<file path="src/rtl/baud_pkg.sv">
package baud_pkg;
  typedef enum logic [1:0] {
    SRC_TAP_A = 2'd0,
    SRC_TAP_B = 2'd1,
    SRC_TAP_C = 2'd2,
    SRC_EXT   = 2'd3
  } src_sel_e;

  localparam int unsigned LANE_TX = 0;
  localparam int unsigned LANE_RX = 1;
  localparam int unsigned N_LANES = 2;
endpackage

</file>
<file path="src/rtl/baud_src_sel.sv">
module baud_src_sel
  import baud_pkg::*;
#(
  parameter int unsigned RATIO_A     = 2,
  parameter int unsigned RATIO_B     = 8,
  parameter int unsigned RATIO_C     = 32,
  parameter int unsigned SYNC_STAGES = 2
) (
  input  logic       clk,
  input  logic       rst_n,
  input  logic       power_i,
  input  logic [1:0] sel_i,
  input  logic       ext_i,
  output logic       step_o
);
  localparam int unsigned PRE_W = $clog2(RATIO_C);
  localparam logic [PRE_W-1:0] MASK_A = PRE_W'(RATIO_A - 1);
  localparam logic [PRE_W-1:0] MASK_B = PRE_W'(RATIO_B - 1);
  localparam logic [PRE_W-1:0] MASK_C = PRE_W'(RATIO_C - 1);

  logic [PRE_W-1:0]       pre_q;
  logic [SYNC_STAGES-1:0] sync_q;
  logic                   ext_q;
  logic                   ext_edge;
  src_sel_e               sel_e;

  assign sel_e = src_sel_e'(sel_i);

  always_ff @(posedge clk or negedge rst_n) begin
    if (!rst_n) begin
      pre_q  <= '0;
      sync_q <= '0;
      ext_q  <= 1'b0;
    end else begin
      pre_q  <= power_i ? pre_q + 1'b1 : '0;
      sync_q <= {sync_q[SYNC_STAGES-2:0], ext_i};
      ext_q  <= sync_q[SYNC_STAGES-1];
    end
  end

  assign ext_edge = sync_q[SYNC_STAGES-1] & ~ext_q;

  always_comb begin
    unique case (sel_e)
      SRC_TAP_A: step_o = power_i & ((pre_q & MASK_A) == MASK_A);
      SRC_TAP_B: step_o = power_i & ((pre_q & MASK_B) == MASK_B);
      SRC_TAP_C: step_o = power_i & ((pre_q & MASK_C) == MASK_C);
      default:   step_o = power_i & ext_edge;
    endcase
  end

  // one external edge yields a single step cycle
  assert_ext_single_R2: assert property (@(posedge clk) disable iff (!rst_n)
    ext_edge |=> !ext_edge);
endmodule

</file>
<file path="src/rtl/baud_lane.sv">
module baud_lane #(
  parameter int unsigned CNT_W   = 5,
  parameter int unsigned MIN_DIV = 8
) (
  input  logic             clk,
  input  logic             rst_n,
  input  logic             step_i,
  input  logic             run_i,
  input  logic             clr_i,
  input  logic [CNT_W-1:0] div_i,
  output logic             tick_o
);
  logic [CNT_W-1:0] cnt_q;
  logic             half_q;
  logic             div_ok;
  logic             active;

  assign div_ok = (div_i >= CNT_W'(MIN_DIV));
  assign active = run_i & div_ok;

  always_ff @(posedge clk or negedge rst_n) begin
    if (!rst_n) begin
      cnt_q  <= '0;
      half_q <= 1'b0;
      tick_o <= 1'b0;
    end else if (!active || clr_i) begin
      cnt_q  <= '0;
      half_q <= 1'b0;
      tick_o <= 1'b0;
    end else begin
      tick_o <= 1'b0;
      if (step_i) begin
        if (cnt_q == div_i) begin
          cnt_q  <= '0;
          half_q <= ~half_q;
          tick_o <= half_q;
        end else begin
          cnt_q <= cnt_q + 1'b1;
        end
      end
    end
  end

  // pulses last one cycle
  assert_tick_single_R11: assert property (@(posedge clk) disable iff (!rst_n)
    tick_o |=> !tick_o);
  // an out-of-range divisor keeps the lane silent
  assert_bad_div_quiet_R10: assert property (@(posedge clk) disable iff (!rst_n)
    !div_ok |=> !tick_o);
  // a stopped lane rests at zero
  assert_idle_zero_R5: assert property (@(posedge clk) disable iff (!rst_n)
    !run_i |=> (cnt_q == '0) && !half_q);
endmodule

</file>
<file path="src/rtl/baud_gen_dual.sv">
module baud_gen_dual
  import baud_pkg::*;
#(
  parameter int unsigned CNT_W   = 5,
  parameter int unsigned MIN_DIV = 8,
  parameter int unsigned RATIO_A = 2,
  parameter int unsigned RATIO_B = 8,
  parameter int unsigned RATIO_C = 32
) (
  input  logic             clk,
  input  logic             rst_n,
  input  logic             ext_pulse_i,
  input  logic             power_i,
  input  logic             tx_en_i,
  input  logic             rx_en_i,
  input  logic [1:0]       src_sel_i,
  input  logic [CNT_W-1:0] divisor_i,
  input  logic             tx_load_i,
  input  logic             rx_start_i,
  input  logic             rx_done_i,
  output logic             tx_tick_o,
  output logic             rx_tick_o
);
  logic               step;
  logic               tx_live, rx_live;
  logic               tx_primed_q, rx_busy_q;
  logic [N_LANES-1:0] lane_run, lane_clr, lane_tick;

  assign tx_live = power_i & tx_en_i;
  assign rx_live = power_i & rx_en_i;

  baud_src_sel #(
    .RATIO_A(RATIO_A), .RATIO_B(RATIO_B), .RATIO_C(RATIO_C), .SYNC_STAGES(2)
  ) u_src (
    .clk(clk), .rst_n(rst_n), .power_i(power_i), .sel_i(src_sel_i),
    .ext_i(ext_pulse_i), .step_o(step)
  );

  always_ff @(posedge clk or negedge rst_n) begin
    if (!rst_n) begin
      tx_primed_q <= 1'b0;
      rx_busy_q   <= 1'b0;
    end else begin
      if (!tx_live)       tx_primed_q <= 1'b0;
      else if (tx_load_i) tx_primed_q <= 1'b1;
      if (!rx_live)        rx_busy_q <= 1'b0;
      else if (rx_start_i) rx_busy_q <= 1'b1;
      else if (rx_done_i)  rx_busy_q <= 1'b0;
    end
  end

  assign lane_run[LANE_TX] = tx_live;
  assign lane_clr[LANE_TX] = tx_live & tx_load_i & ~tx_primed_q;
  assign lane_run[LANE_RX] = rx_live & rx_busy_q;
  assign lane_clr[LANE_RX] = 1'b0;

  for (genvar g = 0; g < N_LANES; g++) begin : g_lane
    baud_lane #(.CNT_W(CNT_W), .MIN_DIV(MIN_DIV)) u_lane (
      .clk(clk), .rst_n(rst_n), .step_i(step), .run_i(lane_run[g]),
      .clr_i(lane_clr[g]), .div_i(divisor_i), .tick_o(lane_tick[g])
    );
  end

  assign tx_tick_o = lane_tick[LANE_TX];
  assign rx_tick_o = lane_tick[LANE_RX];

  // power off silences both outputs
  assert_power_quiet_R3: assert property (@(posedge clk) disable iff (!rst_n)
    !power_i |=> !tx_tick_o && !rx_tick_o);
  // transmit needs both controls
  assert_tx_gate_R5: assert property (@(posedge clk) disable iff (!rst_n)
    !tx_en_i |=> !tx_tick_o);
  // receive lane silent while not in a frame
  assert_rx_idle_R8: assert property (@(posedge clk) disable iff (!rst_n)
    !rx_busy_q |=> !rx_tick_o);
  // frame done ends the frame unless a start coincides
  assert_rx_done_R9: assert property (@(posedge clk) disable iff (!rst_n)
    (rx_done_i && !rx_start_i) |=> !rx_busy_q);
endmodule

</file>
<file path="config.mk">
export PLATFORM = sky130hd
export DESIGN_NAME = baud_gen_dual
export DESIGN_NICKNAME = d
export VERILOG_FILES = /design/src/rtl/baud_pkg.sv /design/src/rtl/baud_src_sel.sv /design/src/rtl/baud_lane.sv /design/src/rtl/baud_gen_dual.sv
export SDC_FILE = /design/constraint.sdc
export NUM_CORES = 1
export LEC_CHECK = 0
export BUFFER_PORTS_ARGS = -buffer_cell sky130_fd_sc_hd__buf_2
export CORE_ASPECT_RATIO = 1.5
export CORE_MARGIN = 8
export CORE_UTILIZATION = 45
export DETAILED_ROUTE_END_ITERATION = 10
export PLACE_DENSITY = 0.65
export SYNTH_ARGS = -nofsm -noshare
export SYNTH_HDL_FRONTEND = slang
export SYNTH_SLANG_ARGS = --single-unit
</file>
<file path="constraint.sdc">
create_clock -name clk -period 3.2 [get_ports clk]
set_input_delay 0.32 -clock clk [delete_from_list [all_inputs] [get_ports clk]]
set_output_delay 0.32 -clock clk [all_outputs]
set_load 0.01 [all_outputs]
</file>
## After elaboration in Yosys (flattened, before gate mapping)

Cells that the tools add are included.

| cells by class | value |
|---|---|
| reductions and logical operators | 7 |
| $add $sub $neg | 3 |
| bitwise logic cells | 16 |
| magnitude comparators | 1 |
| muxes and demuxes | 25 |
| equality and inequality tests | 10 |

Operators with widths:

| operator | number |
|---|---|
| $mux 5 | 7 |
| $mux 1 | 17 |
| $add 5x1->5 const B | 3 |
| $and 1x1->1 | 12 |
| $eq 5x5->1 | 2 |
| $ne 2x2->1 const B | 3 |
| $eq 5x5->1 const B | 1 |
| $ge 5x4->1 const B | 1 |
| $not 1->1 | 4 |
| $reduce_and 2->1 | 2 |
| $reduce_bool 2->1 | 2 |
| $eq 3x3->1 const B | 1 |
| $ne 3x3->1 const B | 1 |
| $pmux 1 s3 | 1 |
| $eq 2x1->1 const B | 1 |
| $eq 2x2->1 const B | 1 |
| $logic_not 2->1 | 1 |
| $logic_not 1->1 | 1 |
| $logic_or 1x1->1 | 1 |

| storage, ports and cells | value |
|---|---|
| bits in registers | 24 |
| logic and storage cells | 73 |
| bits of input ports | 16 |
| output and inout port bits | 2 |

## Depth between registers and ports, before layout

Gate-level depths: netlist of the first run.

| depth | value |
|---|---|
| depth after elaboration | 6 |
| depth in mapped cells | 9 |
| gate-level depth less buffers | 8 |

## Modules after synthesis

A second synthesis of the first run with hierarchy kept.

| unflattened totals | value |
|---|---|
| cells, all modules | 123 |
| area, all modules | 1292.5 µm² |

Modules (own cells, without submodules):

| module | area each (µm²) | cells each | seq. area each (µm²) | times used |
|---|---|---|---|---|
| baud_lane | 431.7 | 45 | 175.2 | 2 |
| baud_src_sel | 324.1 | 22 | 200.2 | 1 |
| baud_gen_dual | 105.1 | 11 | 50.0 | 1 |

## Least setup slack after synthesis of the first run

Ideal clock, no wire load.

| timing | value |
|---|---|
| path type | reg-to-reg |
| from | reg u_src.pre_q[0] |
| to | reg g_lane[1].u_lane.cnt_q[3] |
| path slack | 1.440 ns |
| buffers on the path | 1 |
| period minus slack after synthesis | 1.760 ns |
| data required time | 3.122 ns |
| setup time | 0.078 ns |
| arrival time | 1.682 ns |
| cell stages (with the launch flop) | 10 |
| cells stage by stage | dfrtp_1 -> ha_1 -> and3_1 -> ha_1 -> nand2b_1 -> nand3_1 -> and3_4 -> buf_6 -> nor3_4 -> o2bb2ai_1 |

| on the way | value |
|---|---|
| longest elaborated chain between the ends | 4 |
| elaborated cells on any way between the ends | 7 |
| those cells by class | 3 x eq/ne; 1 x mux; 3 x bitwise |

RTL lines:

| element | line | RTL |
|---|---|---|
| start: declaration | baud_src_sel.sv:21 | `logic [PRE_W-1:0] pre_q;` |
| start signal: assignment | baud_src_sel.sv:35 | `pre_q <= power_i ? pre_q + 1'b1 : '0;` |
| $eq 5x5->1 / $eq 3x3->1 (equally long branches) | baud_src_sel.sv:47, baud_src_sel.sv:46 |  |
| $and 1x1->1 (on tied branches) | baud_src_sel.sv:47, baud_src_sel.sv:46 |  |
| $pmux 1 s3 * | baud_src_sel.sv:44 | `unique case (sel_e)` |
| $ne 2x2->1 (no source line) * | -- |  |
| end signal: assignment | baud_lane.sv:38 | `cnt_q <= cnt_q + 1'b1;` |
| end: declaration | baud_lane.sv:13 | `logic [CNT_W-1:0] cnt_q;` |

Every way passes the cells marked *; elsewhere a longest branch is shown, timed or not.
A chain may end at the register's enable or synchronous reset.

## Worst setup path in the final report of the first run

| timing | value |
|---|---|
| from | reg u_src.pre_q[0] |
| to | reg g_lane[0].u_lane.cnt_q[3] |

| on the way | value |
|---|---|
| longest elaborated chain between the ends | 4 |
| elaborated cells on any way between the ends | 7 |
| those cells by class | 2 x eq/ne; 1 x mux; 3 x bitwise; 1 x reduce/logical |

RTL lines:

| element | line |
|---|---|
| $eq 5x5->1 / $eq 3x3->1 (equally long branches) | baud_src_sel.sv:47, baud_src_sel.sv:46 |
| $and 1x1->1 (on tied branches) | baud_src_sel.sv:47, baud_src_sel.sv:46 |
| $pmux 1 s3 * | baud_src_sel.sv:44 |
| $reduce_bool 2->1 (no source line) * | -- |
| end signal: assignment | baud_lane.sv:38 |
| end: declaration | baud_lane.sv:13 |

Marked as above.

==> results of run 1 <==
[critical path, delay by kind of cell (launching register included)]
kind	cells	cell delay, ps
compound gates	2	440
fa+ha+maj	2	320
flops	1	390
simple gates	4	590
[per-layer routing]
metal | up-vias | routed length, um
li1 | 463 | -
met1 | 456 | 970
met2 | 21 | 1250
met3 | 4 | 127
met4 | 0 | 40
met5 | - | 0
[logic make-up after synthesis]
| logic type | share of synthesized area, % |
|---|---|
| adders and majority gates | 4.92 |
| DFF | 47.2 |
| xor gates and xnor gates | 8.95 |
| muxes | 1.57 |
| buffers and inverters | 2.26 |
| and+or+nand+nor | 23.7 |
| AOI/OAI and AO/OA | 11.4 |
[report_power, final]
group | switching (mW) | leakage, nW | internal [mW]
Sequential | 0.00391 | 0.325 | 0.309
Combinational | 0.0299 | 0.317 | 0.0194
Clock | 0.0930 | 0.0288 | 0.110
[cell type report]
| class | count | area, sq um | area share, % |
|---|---|---|---|
| clock buffers | 4 | 55.1 | 3.83 |
| inverters | 2 | 7.51 | 0.522 |
| multi-input cells | 91 | 643 | 44.7 |
| flip-flops and latches | 24 | 601 | 41.8 |
| well taps | 37 | 46.3 | 3.22 |
| repair buffers | 17 | 85.1 | 5.92 |
[cell usage in the layout (no fill, tap or decap), types with 2 or more instances in the layout]
| master | count |
|---|---|
| dfrtp_1 | 24 |
| buf_2 | 17 |
| nand3_1 | 12 |
| xor2_1 | 10 |
| nor2_1 | 9 |
| nand2_1 | 8 |
| ha_1 | 5 |
| and2_1 | 4 |
| nor3_1 | 4 |
| a21oi_1 | 4 |
| clkbuf_8 | 4 |
| and3_1 | 3 |
| xnor2_1 | 3 |
| nand2b_1 | 3 |
| o21ai_0 | 3 |
| inv_1 | 2 |
| o2bb2ai_1 | 2 |
| mux2i_1 | 2 |
| a32oi_1 | 2 |
| nand4b_1 | 2 |
[sequential cells by signal, indices dropped and copies added, names as in the netlist]
signal and count:
g_lane.u_lane.tick_o 2, u_src.ext_q 1, u_src.pre_q 5, tx_primed_q 1, g_lane.u_lane.cnt_q 10, u_src.sync_q 2
g_lane.u_lane.half_q 2, rx_busy_q 1
[metrics by stage]
step / worst slack (ps) / cells / power (mW) / util [%]
2_1_floorplan: 1440 / 120 / 0.347 / -
3_3_place_gp: 1430 / 171 / 0.368 / 51.7
3_5_place_dp: 1340 / 171 / 0.370 / 51.7
4_1_cts: 1330 / 175 / 0.574 / 53.7
5_1_grt: 1120 / 175 / 0.594 / 53.7
6_report: 1350 / 175 / 0.565 / 53.7
[final timing paths]
check | startpoint | end | cells past startpoint
worst max-delay path | u_src.pre_q[0] | g_lane[0].u_lane.cnt_q[3] | 8
worst min-delay path | rst_n | g_lane[1].u_lane.cnt_q[4] | 1
worst max register to register | u_src.pre_q[0] | g_lane[0].u_lane.cnt_q[3] | 8
worst min register to register | u_src.sync_q[0] | u_src.sync_q[1] | 0
max in group asynchronous | rst_n | g_lane[0].u_lane.cnt_q[3] | 1
min in group clk | ext_pulse_i | u_src.sync_q[0] | 1
==> reports/results.ini, run 1 <==
[worst_setup_path]
arrival_ps=2000
cp_max_fo=11
path_cells=ha_1, and3_1, ha_1, nand2b_1, nand3_1, nand3_1, a32oi_1, o41ai_2
startpoint_type=register
cpMaxStageDelayCell=dfrtp_1
required_ps=3350
endpoint_kind=register
worstSetupPathType=register to register
rrSetupSlack_ps=1350
critPathMaxStageDelay_ps=390

[global_route]
met1_usage_pct=12.4
antenna_found_initial=0
grtUsageTotal_pct=11.6
grt_max_degree=25
gr-max-usage-layer=met2
overflow=0
met2_usage_pct=20.4
grt_pass1_wl_um=4310
gr-usage-met3_pct=2.84
grt_pass1_vias=1018

[timing]
rsz0062_at_grt=no
min_period_ps=1850
setup_violations=0
whs_ps=15.5
setup_tns_ps=0
hold_viol=0
finalClockSkew_ps=1.43
min_period_over_period_pct=57.9
tightest_slew_ps=547
report.final.slew_viol_count=0
relSlewSlack_pct=63.4
max_freq_mhz=540

[place]
gp_congestion=0.784
place_hpwl_um=1890
port_buffers=17
post_dp_cell_area_sq_um=1380

[route]
dr_total_vias=944
drt-initial-drc-count=18
ant_nets=0
dr.pass1.iters=4
via_per_inst=5.39
routedWlPerCell_um=13.7
post-route-drc-count=0
wl_um=2390

[layout]
drive_gt1_share_pct=19.6
fillers=254
nets=160
area_growth_syn_to_layout_pct=13.0
final_area_sq_um=1440
insertedDiodeCount=0

[power]
ir_drop_v=0.000294
power_density_nw_per_um2=393
leakage_nw=0.671

[yosys]
synth_cell_types=35
synthTopCellsByCount=24 x dfrtp_1, 12 x nand3_1, 10 x xor2_1, 9 x nor2_1, 8 x nand2_1
synthTopCellsByArea=dfrtp_1 47%, xor2_1 6.9%, ha_1 4.9%
ys_seq_area_share_pct=47.2
ys.flop_type=dfrtp_1
syn_avg_cell_area_sq_um=10.6
synth_top_area_share_pct=47.2
async_flop_share_pct=100
netlist_area_sq_um=1270
synth-seq-cells=24
synth_top_cell_by_area=dfrtp_1
synth_nets=141
synth_edf_count=0
synth_warnings=0
netlist_instances=120
synth.most_common_cell=dfrtp_1

[clocking]
cts-root-buf=clkbuf_8
cts_made_buffers=3
cts_setup_buffers=0
hold_buffers=0
clock_path_buffers=2
clock-sinks=24
cts_tree=built
cts.clk_slew.worst_paths_ps=80
cts-resized-gates=0
cts-htree-levels=1
clk_latency_ps=260

[status]
outcome=completed

[floorplan]
dieArea_sq_um=4820
initial_core_util_pct=47.5
die_height_um=81.1
die_w_um=59.4
boundaryPins=18
floorplan.rows=23
core_sq_um=2680

[job]
maxCapViolations=0

[min_path]
hold_class=primary input to async pin

(Power assumes the default switching activity.)
==> run 2, diff against run 1 <==
--- a/config.mk
+++ b/config.mk
@@ -5,12 +5,12 @@
 export SDC_FILE = /design/constraint.sdc
 export NUM_CORES = 1
 export LEC_CHECK = 0
+export ABC_AREA = 1
 export BUFFER_PORTS_ARGS = -buffer_cell sky130_fd_sc_hd__buf_2
 export CORE_ASPECT_RATIO = 1.5
 export CORE_MARGIN = 8
 export CORE_UTILIZATION = 45
 export DETAILED_ROUTE_END_ITERATION = 10
-export PLACE_DENSITY = 0.65
 export SYNTH_ARGS = -nofsm -noshare
 export SYNTH_HDL_FRONTEND = slang
 export SYNTH_SLANG_ARGS = --single-unit
==> constraint.sdc (replaced) <==
create_clock -name clk -period 1.9 [get_ports clk]
set_input_delay 0.19 -clock clk [delete_from_list [all_inputs] [get_ports clk]]
set_output_delay 0.19 -clock clk [all_outputs]
set_load 0.01 [all_outputs]
==> run 2 against run 1 <==
Effect of this change: hold slack better by 19 ps; area after synthesis up 9.3%; die area up 7.1%; sequential cell count unchanged; utilization about the same; first-iteration DRC count rose to 2.9 times the previous value; sequential power up 69%; count of clock-buffer cells in the layout unchanged; worst setup slack worse by 1100 ps; critical path depth up 3; critical path type unchanged; critical endpoint is now g_lane[1].u_lane.cnt_q[0].
==> reports/results.ini, run 2 <==
[timing]
setup_tns_ps=0
max_freq_mhz=601
min_period_over_period_pct=87.6
hold_viol=0
report.final.slew_viol_count=0
tightest_slew_ps=532
relSlewSlack_pct=64.5
setup_violations=0
finalClockSkew_ps=3.16
rsz0062_at_grt=no
min_period_ps=1670

[global_route]
grt_pass1_wl_um=4850
grt_max_degree=25
overflow=0
grtUsageTotal_pct=11.9
grt_pass1_vias=1166
antenna_found_initial=0

[yosys]
ys_seq_area_share_pct=43.2
synth_top_area_share_pct=43.2
synth_nets=208
synth-seq-cells=24
synth_edf_count=0
synth_top_cell_by_area=dfrtp_1
synth.most_common_cell=nand2_1
netlist_instances=187
ys.flop_type=dfrtp_1
synth_cell_types=23
synthTopCellsByCount=64 x nand2_1, 29 x inv_1, 24 x dfrtp_1, 18 x nor2_1, 12 x nand3_1
async_flop_share_pct=100
synth_warnings=0
synthTopCellsByArea=dfrtp_1 43%, nand2_1 17%, inv_1 7.8%
syn_avg_cell_area_sq_um=7.44
netlist_area_sq_um=1390

[route]
dr.pass1.iters=4
post-route-drc-count=0
ant_nets=0
via_per_inst=4.76
routedWlPerCell_um=11.2
dr_total_vias=1175
wl_um=2770
drt-initial-drc-count=53

[power]
seqPwrFrac_pct=54.9
switching_share_pct=22.9
clkPwrFrac_pct=34.6
p_int_uw=744
leakage_nw=0.910
p_switching_uw=221
power_density_nw_per_um2=610
power.total_uw=964
pwr-share-comb_pct=10.5
ir_drop_v=0.000452

[layout]
largest-register=g_lane.u_lane.cnt_q
nets=230
insertedDiodeCount=0
top_regs=g_lane.u_lane.cnt_q (10), u_src.pre_q (5)
drive_gt1_share_pct=14.4
largest_reg_flops=10
final_common_cell=nand2_1
area_growth_syn_to_layout_pct=13.7
final_cell_mix=64 x nand2_1, 29 x inv_1, 24 x dfrtp_1, 18 x nor2_1, 17 x buf_2

[job]
maxCapViolations=0

[clocking]
clock_path_buffers=2
cts_tree=built
clock-sinks=24
cts_setup_buffers=0
cts_made_buffers=3
cts-htree-levels=1
cts-resized-gates=0
clk_latency_ps=260
cts.clk_slew.worst_paths_ps=80
cts-root-buf=clkbuf_8

[status]
outcome=completed

[worst_setup_path]
cpMaxStageDelayCell=dfrtp_1
critPathMaxStageDelay_ps=390
path_cells=ha_1, nand2_1, nor2_1, ha_1, nand2_1, nand3_1, nand3_1, nand2_1, clkinv_1, nand2_1, nand2_1
cp_max_fo=5
cpMostUsedCell=nand2_1
arrival_ps=1820
required_ps=2050
startpoint_type=register
endpoint_kind=register
worstSetupPathType=register to register

[floorplan]
dieArea_sq_um=5160
core_sq_um=2940
boundaryPins=18
initial_core_util_pct=47.3
die_height_um=84.1
floorplan.rows=24
die_w_um=61.4

[place]
port_buffers=17
gp_congestion=0.838
place_hpwl_um=2200

[min_path]
hold_class=primary input to register

## run 2: critical path, delay by kind of cell, from the launching register on
kind	cells	cell delay (ps)
fa+ha+maj	2	340
buf+inv	1	140
flops	1	390
simple gates	8	670
## run 2: final timing paths
path / from / cells past startpoint / slack, ps / end
max: u_src.pre_q[0] / 11 / 230 / g_lane[1].u_lane.cnt_q[0]
min: ext_pulse_i / 1 / 30 / u_src.sync_q[0]
max reg2reg: u_src.pre_q[0] / 11 / 230 / g_lane[1].u_lane.cnt_q[0]
min reg2reg: u_src.sync_q[0] / 0 / 350 / u_src.sync_q[1]
max in group asynchronous: rst_n / 2 / 1110 / g_lane[1].u_lane.cnt_q[4]
min in group asynchronous: rst_n / 2 / 430 / g_lane[0].u_lane.cnt_q[1]
## run 2: through the flow
stage                     utilization [%]  cell area [sq um]  instances  worst slack [ps]  hold WS (ps)
after floorplan                         -               1390        187               398          -106
after global placement               51.5               1520        242               337           203
after detailed placement             51.5               1520        242               231           210
after CTS                            53.7               1580        247               214          25.8
after global routing                 53.7               1580        247              88.2          14.6
final                                53.7               1580        247               235          34.1
## run 2: repair_timing
item / CTS / global route
hold endpoints to repair: 24 / 0
hold buffers: 1 / 0
setup endpoints to repair: 0 / 0
## run 2: power by group through the flow
stage | clock (mW) | combinational (mW) | sequential, mW
after global routing | 0.375 | 0.117 | 0.531
final | 0.334 | 0.101 | 0.529
after CTS | 0.346 | 0.103 | 0.530
after floorplan | 0 | 0.0599 | 0.538
after detailed placement | 0 | 0.101 | 0.540
after global placement | 0 | 0.0994 | 0.539
## run 2: metal layers
metal  vias up  GRT usage (%)  routed length (um)
li1        619              -                   -
met4         0           3.13                  25
met3         5           2.31                 120
met2        26           20.1                1380
met1       525           14.5                1240
met5         -              0                   0
## run 2: layout make-up
| cell class | instances | area [sq um] |
|---|---|---|
| clock buffer | 4 | 55.1 |
| fill | 315 | 1360 |
| inverter | 32 | 121 |
| multi-input combinational | 129 | 653 |
| sequential | 24 | 601 |
| tap | 39 | 48.8 |
| timing repair buffer | 19 | 103 |
## run 2: cell families after synthesis
logic type	share of synthesized area, %
AND/OR/NAND/NOR	36.0
AO/OA/AOI/OAI	1.44
XOR/XNOR	5.04
buffers and inverters	9.89
adder cells (fa/ha/maj)	4.50
flip-flops	43.2
